==> src/rtl/fsel_alu_pkg.sv <==
package fsel_alu_pkg;
  typedef enum logic [1:0] {
    FL_WORD = 2'b00,
    FL_HI   = 2'b01,
    FL_LO   = 2'b10,
    FL_HOLD = 2'b11
  } flag_mode_e;

  localparam int FLAG_C = 0;
  localparam int FLAG_Z = 1;
  localparam int FLAG_N = 2;
  localparam int FLAG_V = 3;
  localparam int FLAG_W = 4;
endpackage

==> src/rtl/fsel_core.sv <==
module fsel_core #(
  parameter int W = 16
) (
  input  logic [W-1:0] a_i,
  input  logic [W-1:0] b_i,
  input  logic [3:0]   func_i,
  input  logic         logic_mode_i,
  input  logic         cin_i,
  output logic [W-1:0] res_o,
  output logic         co_hi_o,
  output logic         co_lo_o,
  output logic         ov_hi_o,
  output logic         ov_lo_o
);
  localparam int H = W / 2;
  localparam logic [W-1:0] ONES = '1;

  logic [W-1:0] logic_r, op_x, op_y;
  logic [W:0]   sum_w;
  logic [H:0]   sum_l;

  always_comb begin
    unique case (func_i)
      4'd0:  logic_r = ~a_i;
      4'd1:  logic_r = ~(a_i | b_i);
      4'd2:  logic_r = ~a_i & b_i;
      4'd3:  logic_r = '0;
      4'd4:  logic_r = ~(a_i & b_i);
      4'd5:  logic_r = ~b_i;
      4'd6:  logic_r = a_i ^ b_i;
      4'd7:  logic_r = a_i & ~b_i;
      4'd8:  logic_r = ~a_i | b_i;
      4'd9:  logic_r = ~(a_i ^ b_i);
      4'd10: logic_r = b_i;
      4'd11: logic_r = a_i & b_i;
      4'd12: logic_r = ONES;
      4'd13: logic_r = a_i | ~b_i;
      4'd14: logic_r = a_i | b_i;
      default: logic_r = a_i;
    endcase
  end

  // arithmetic functions reduce to one adder fed by an operand pair
  always_comb begin
    unique case (func_i)
      4'd0:  begin op_x = a_i;          op_y = '0;          end
      4'd1:  begin op_x = a_i | b_i;    op_y = '0;          end
      4'd2:  begin op_x = a_i | ~b_i;   op_y = '0;          end
      4'd3:  begin op_x = ONES;         op_y = '0;          end
      4'd4:  begin op_x = a_i;          op_y = a_i & ~b_i;  end
      4'd5:  begin op_x = a_i | b_i;    op_y = a_i & ~b_i;  end
      4'd6:  begin op_x = a_i;          op_y = ~b_i;        end
      4'd7:  begin op_x = a_i & ~b_i;   op_y = ONES;        end
      4'd8:  begin op_x = a_i;          op_y = a_i & b_i;   end
      4'd9:  begin op_x = a_i;          op_y = b_i;         end
      4'd10: begin op_x = a_i | ~b_i;   op_y = a_i & b_i;   end
      4'd11: begin op_x = a_i & b_i;    op_y = ONES;        end
      4'd12: begin op_x = a_i;          op_y = a_i;         end
      4'd13: begin op_x = a_i | b_i;    op_y = a_i;         end
      4'd14: begin op_x = a_i | ~b_i;   op_y = a_i;         end
      default: begin op_x = a_i;        op_y = ONES;        end
    endcase
  end

  assign sum_w = {1'b0, op_x} + {1'b0, op_y} + {{W{1'b0}}, cin_i};
  assign sum_l = {1'b0, op_x[H-1:0]} + {1'b0, op_y[H-1:0]} + {{H{1'b0}}, cin_i};

  assign res_o   = logic_mode_i ? logic_r : sum_w[W-1:0];
  assign co_hi_o = !logic_mode_i && sum_w[W];
  assign co_lo_o = !logic_mode_i && sum_l[H];
  assign ov_hi_o = !logic_mode_i && (op_x[W-1] == op_y[W-1]) && (sum_w[W-1] != op_x[W-1]);
  assign ov_lo_o = !logic_mode_i && (op_x[H-1] == op_y[H-1]) && (sum_l[H-1] != op_x[H-1]);
endmodule

==> src/rtl/fsel_shr.sv <==
module fsel_shr #(
  parameter int W = 16
) (
  input  logic [W-1:0] d_i,
  input  logic         en_i,
  output logic [W-1:0] q_o,
  output logic         out_lo_o,
  output logic         out_hi_o
);
  localparam int H = W / 2;

  logic [W-1:0] shifted;

  genvar i;
  generate
    for (i = 0; i < W - 1; i++) begin : g_bit
      assign shifted[i] = d_i[i+1];
    end
  endgenerate
  assign shifted[W-1] = 1'b0;

  assign q_o      = en_i ? shifted : d_i;
  assign out_lo_o = d_i[0];
  assign out_hi_o = d_i[H];
endmodule

==> src/rtl/fsel_flags.sv <==
module fsel_flags
  import fsel_alu_pkg::*;
#(
  parameter int W = 16
) (
  input  logic              clk_i,
  input  logic              rst_ni,
  input  logic [1:0]        mode_i,
  input  logic [W-1:0]      res_i,
  input  logic              shr_i,
  input  logic              shout_lo_i,
  input  logic              shout_hi_i,
  input  logic              co_hi_i,
  input  logic              co_lo_i,
  input  logic              ov_hi_i,
  input  logic              ov_lo_i,
  output logic [FLAG_W-1:0] flags_o
);
  localparam int H = W / 2;

  flag_mode_e   mode;
  logic [FLAG_W-1:0] nxt;
  logic [FLAG_W-1:0] flags_q;

  assign mode = flag_mode_e'(mode_i);

  always_comb begin
    nxt = flags_q;
    unique case (mode)
      FL_WORD: begin
        nxt[FLAG_Z] = (res_i == '0);
        nxt[FLAG_N] = res_i[W-1];
        nxt[FLAG_C] = shr_i ? shout_lo_i : co_hi_i;
        nxt[FLAG_V] = !shr_i && ov_hi_i;
      end
      FL_HI: begin
        nxt[FLAG_Z] = (res_i[W-1:H] == '0);
        nxt[FLAG_N] = res_i[W-1];
        nxt[FLAG_C] = shr_i ? shout_hi_i : co_hi_i;
        nxt[FLAG_V] = !shr_i && ov_hi_i;
      end
      FL_LO: begin
        nxt[FLAG_Z] = (res_i[H-1:0] == '0);
        nxt[FLAG_N] = res_i[H-1];
        nxt[FLAG_C] = shr_i ? shout_lo_i : co_lo_i;
        nxt[FLAG_V] = !shr_i && ov_lo_i;
      end
      default: nxt = flags_q;
    endcase
  end

  always_ff @(posedge clk_i or negedge rst_ni) begin
    if (!rst_ni) flags_q <= '0;
    else         flags_q <= nxt;
  end

  assign flags_o = flags_q;


  hold_stable_chk: assert property (@(posedge clk_i) disable iff (!rst_ni)
    mode_i == 2'b11 |=> $stable(flags_o));


  word_zero_chk: assert property (@(posedge clk_i) disable iff (!rst_ni)
    mode_i == 2'b00 |=> flags_o[FLAG_Z] == ($past(res_i) == '0));


  shift_no_ovf_chk: assert property (@(posedge clk_i) disable iff (!rst_ni)
    (shr_i && mode_i != 2'b11) |=> !flags_o[FLAG_V]);


  lo_sign_chk: assert property (@(posedge clk_i) disable iff (!rst_ni)
    mode_i == 2'b10 |=> flags_o[FLAG_N] == $past(res_i[H-1]));
endmodule

==> src/rtl/fsel_alu.sv <==
module fsel_alu
  import fsel_alu_pkg::*;
#(
  parameter int W = 16
) (
  input  logic              clk_i,
  input  logic              rst_ni,
  input  logic [W-1:0]      a_i,
  input  logic [W-1:0]      b_i,
  input  logic [3:0]        func_i,
  input  logic              logic_mode_i,
  input  logic              carry_en_i,
  input  logic              shift_en_i,
  input  logic [1:0]        flag_mode_i,
  output logic [W-1:0]      result_o,
  output logic [FLAG_W-1:0] flags_o
);
  logic [W-1:0] core_res;
  logic co_hi, co_lo, ov_hi, ov_lo, sh_lo, sh_hi;

  fsel_core #(.W(W)) u_core (
    .a_i(a_i), .b_i(b_i), .func_i(func_i), .logic_mode_i(logic_mode_i),
    .cin_i(carry_en_i), .res_o(core_res),
    .co_hi_o(co_hi), .co_lo_o(co_lo), .ov_hi_o(ov_hi), .ov_lo_o(ov_lo)
  );

  fsel_shr #(.W(W)) u_shr (
    .d_i(core_res), .en_i(shift_en_i), .q_o(result_o),
    .out_lo_o(sh_lo), .out_hi_o(sh_hi)
  );

  fsel_flags #(.W(W)) u_flags (
    .clk_i(clk_i), .rst_ni(rst_ni), .mode_i(flag_mode_i), .res_i(result_o),
    .shr_i(shift_en_i), .shout_lo_i(sh_lo), .shout_hi_i(sh_hi),
    .co_hi_i(co_hi), .co_lo_i(co_lo), .ov_hi_i(ov_hi), .ov_lo_i(ov_lo),
    .flags_o(flags_o)
  );


  logic_clears_cv_chk: assert property (@(posedge clk_i) disable iff (!rst_ni)
    (logic_mode_i && !shift_en_i && flag_mode_i != 2'b11)
      |=> !flags_o[FLAG_C] && !flags_o[FLAG_V]);


  shift_sign_chk: assert property (@(posedge clk_i) disable iff (!rst_ni)
    (shift_en_i && flag_mode_i == 2'b00) |=> !flags_o[FLAG_N]);
endmodule

==> config.mk <==
export PLATFORM = sky130hd
export DESIGN_NAME = fsel_alu
export DESIGN_NICKNAME = d
export VERILOG_FILES = /design/src/rtl/fsel_alu_pkg.sv /design/src/rtl/fsel_core.sv /design/src/rtl/fsel_shr.sv /design/src/rtl/fsel_flags.sv /design/src/rtl/fsel_alu.sv
export SDC_FILE = /design/constraint.sdc
export NUM_CORES = 1
export LEC_CHECK = 0
export BUFFER_PORTS_ARGS = -buffer_cell sky130_fd_sc_hd__buf_2
export CAP_MARGIN = 20
export CELL_PAD_IN_SITES_DETAIL_PLACEMENT = 0
export CELL_PAD_IN_SITES_GLOBAL_PLACEMENT = 1
export CORE_MARGIN = 1
export CORE_UTILIZATION = 45
export DETAILED_ROUTE_END_ITERATION = 8
export HOLD_SLACK_MARGIN = 0.02
export PLACE_DENSITY = 0.91
export REMOVE_ABC_BUFFERS = 1
export SLEW_MARGIN = 20
export SYNTH_ARGS = -nofsm -noshare
export SYNTH_HDL_FRONTEND = slang
export SYNTH_HIERARCHICAL = 1
export SYNTH_SLANG_ARGS = --single-unit
==> constraint.sdc <==
create_clock -name clk_i -period 9.3 [get_ports clk_i]
set_input_delay 0.93 -clock clk_i [delete_from_list [all_inputs] [get_ports clk_i]]
set_output_delay 0.93 -clock clk_i [all_outputs]
set_load 0.01 [all_outputs]
==> results.json <==
{
  "areaGrowthSynthToFinish_pct": 6.54,
  "antenna_found_initial": 0,
  "row_count": 39,
  "slew_headroom": 0.302,
  "ios": 63,
  "fp.dieW_um": 112,
  "endpoint": "result_o[14]",
  "drive_gt1_frac": 0.135,
  "power_frac_comb": 0.841,
  "clkTransAtPathRegs_ns": 0.03,
  "drt_iter0_drc": 1195,
  "status": "complete, but fails checks",
  "port_buffers": 62,
  "die_area_um2": 12600,
  "ant_nets": 0,
  "skew_ns": 0,
  "vdd_drop_max_v": 0.0000732,
  "critPathTopFamily": "compound AO/OA/AOI/OAI gates",
  "cp.depth": 16,
  "synth-edff-count": 0,
  "synth_top_area_cell": "ha_1",
  "violations": "DRC",
  "cap_viol_max_count": 0,
  "cts_hold_buf": 0,
  "reg2reg_to": "u_flags/flags_o[1]$_DFFE_PN0P_",
  "n_antenna_cell": 0,
  "syn-instance-count": 797,
  "vias": 6884,
  "swShare": 0.536,
  "pwr_density_cell_nw_per_um2": 98.3,
  "synth.top_cells.by_area": "ha_1 (19%), o21ai_0 (6.8%), a22oi_1 (5.4%)",
  "internal-power_mw": 0.266,
  "nFillCells": 1184,
  "numClockSinks": 4,
  "critical_path.most_common_cell": "a21oi_1",
  "clkPwrFrac": 0.122,
  "worstPathArrival_ns": 5.87,
  "drcViolationCount": 4,
  "p_leak_nw": 2.57,
  "cp_num_buf_inv": 3,
  "finalHoldViolCount": 0,
  "cp-end-kind": "output pin",
  "synth_area_um2": 5470,
  "root_buffer": "clkbuf_16",
  "fin_nets": 942,
  "cts_buffer_depth": 2,
  "cts_tree": "built",
  "wl_per_cell_um": 23.4,
  "reg2reg_depth": 1,
  "max_freq_mhz": 147,
  "setup_viol": 0,
  "grt_setup_unrepaired": "false",
  "largest_reg_flops": 4,
  "seq_area_frac_synth": 0.0183,
  "crit_start": "func_i[3]",
  "min_period_ns": 6.80,
  "synth_warnings": 6,
  "routabilityCongestion": 0.995,
  "track_usage": 0.349,
  "dpl.hpwl_um": 15800,
  "fp.dieH_um": 112,
  "worst_pin_slew_ns": 1.02,
  "start_util": 0.471,
  "max_stage_delay_ns": 0.57,
  "coreArea_um2": 11600,
  "wl_um": 22400,
  "crit_chain": "buf_2 > buf_4 > nand2b_1 > a21oi_1 > a211o_1 > o32ai_1 > fa_1 > fa_1 > nand2b_1 > a21oi_1 > o21ai_1 > a21oi_1 > nor4_1 > o31ai_1 > mux2_4 > buf_2",
  "min_path_type": "reg2reg",
  "hold_start": "u_flags/flags_o[2]$_DFFE_PN0P_",
  "cts_resized": 0,
  "grt_pass1_wl_um": 34900,
  "reg2reg_slack_ns": 8.52,
  "grt.overflow.total": 0,
  "crit_path_start_kind": "primary input",
  "finalSetupTns_ns": 0,
  "post-place-cells": 953,
  "slew_viol_final": 0,
  "synth_top_area_frac": 0.188,
  "grt_max_degree": 64,
  "firstDrtPassIters": 8,
  "fin_crit_sh": 0.731,
  "cp_slowest_cell": "a211o_1",
  "vias_per_cell": 7.20,
  "p_seq_frac": 0.037,
  "mostFrequentLayoutCell": "ha_1",
  "post_cts_buffers": 0,
  "p_switching_mw": 0.307,
  "ys_ff_latch": 4,
  "async_flop_share": 1.00,
  "crit_type": "in2out",
  "synth-main-ff-cell": "dfrtp_1",
  "crit_fanout": 42,
  "h-tree-depth": 1,
  "r2r-start": "u_flags/flags_o[1]$_DFFE_PN0P_",
  "syn_area_per_cell_um2": 6.86,
  "final_cells": 956,
  "required_ns": 8.37,
  "clock_latency_ns": 0.23,
  "layout_common_cells": "ha_1 (82), o21ai_0 (74), nand2_1 (70)",
  "numCtsBuffers": 3,
  "grt_pass1_vias": 6495,
  "synthDistinctLibCells": 73
}
-- worst min-delay path by stage --
| stage | cells past startpoint | end | slack [ns] |
|---|---|---|---|
| floorplan | 2 | u_flags/flags_o[3]$_DFFE_PN0P_ | 0.52 |
| global placement | 2 | u_flags/flags_o[2]$_DFFE_PN0P_ | 0.47 |
| detailed placement | 2 | u_flags/flags_o[2]$_DFFE_PN0P_ | 0.48 |
| CTS | 2 | u_flags/flags_o[2]$_DFFE_PN0P_ | 0.49 |
| global route | 1 | u_flags/flags_o[3]$_DFFE_PN0P_ | 0.51 |
| finish | 2 | u_flags/flags_o[2]$_DFFE_PN0P_ | 0.49 |
-- through the flow --
stage	instance area (µm²)	worst slack, ns	utilization	hold slack, ns	power (mW)
after floorplan	5160	4.11	-	0.518	0.331
after global placement	5750	2.91	0.495	0.471	0.480
after detailed placement	5750	2.71	0.495	0.480	0.484
after CTS	5830	2.69	0.502	0.489	0.558
after global routing	5830	2.28	0.502	0.506	0.610
final	5830	2.50	0.502	0.490	0.573
-- cells by family after synthesis --
logic type | Yosys count | share of synthesized area
flip-flops | 4 | 0.0183
multiplexers | 41 | 0.0904
XOR/XNOR | 13 | 0.0208
adder cells (fa/ha/maj) | 84 | 0.195
AO/OA/AOI/OAI | 317 | 0.384
AND/OR/NAND/NOR | 223 | 0.199
buffers and inverters | 115 | 0.0927
-- power by group through the flow --
stage                     registers [mW]  clock network, mW  logic, mW
final                             0.0214             0.0696      0.482
after global routing              0.0216             0.0708      0.518
after CTS                         0.0213             0.0704      0.466
after detailed placement          0.0214                  0      0.462
after global placement            0.0213                  0      0.458
after floorplan                   0.0222                  0      0.309
-- cell usage after synthesis, types with 6 or more instances --
cell type and number:
ha_1 82, o21ai_0 74, nand2_1 70, a21oi_1 58, nor2_1 52, inv_1 49
a22oi_1 39, o22ai_1 35, clkbuf_1 29, nand3_1 26, buf_2 23, mux2i_1 19
nor3_1 16, nand2b_1 15, o32a_1 14, a31oi_1 13, nor2b_1 13, mux2_2 11
mux2_4 9, a211oi_1 8, o211ai_1 8, o221ai_1 8, xnor2_1 8, and2_1 6
o31ai_1 6
-- layout make-up --
cell class,instances,area (µm²),area share
multi-input cells,678,4860,0.834
inverters,52,195,0.0335
clock buffers,3,75.1,0.0129
well taps,143,179,0.0307
repair buffers,76,415,0.0713
flip-flops and latches,4,100,0.0172
-- per-layer routing --
| layer | GRT usage | up-vias | wire (µm) |
|---|---|---|---|
| met5 | 0 | - | 0 |
| met4 | 0.210 | 0 | 1430 |
| met3 | 0.0632 | 128 | 2790 |
| met2 | 0.525 | 577 | 9200 |
| met1 | 0.465 | 3142 | 8940 |
| li1 | - | 3037 | - |
No activity file was read; power rests on OpenSTA's default activity.
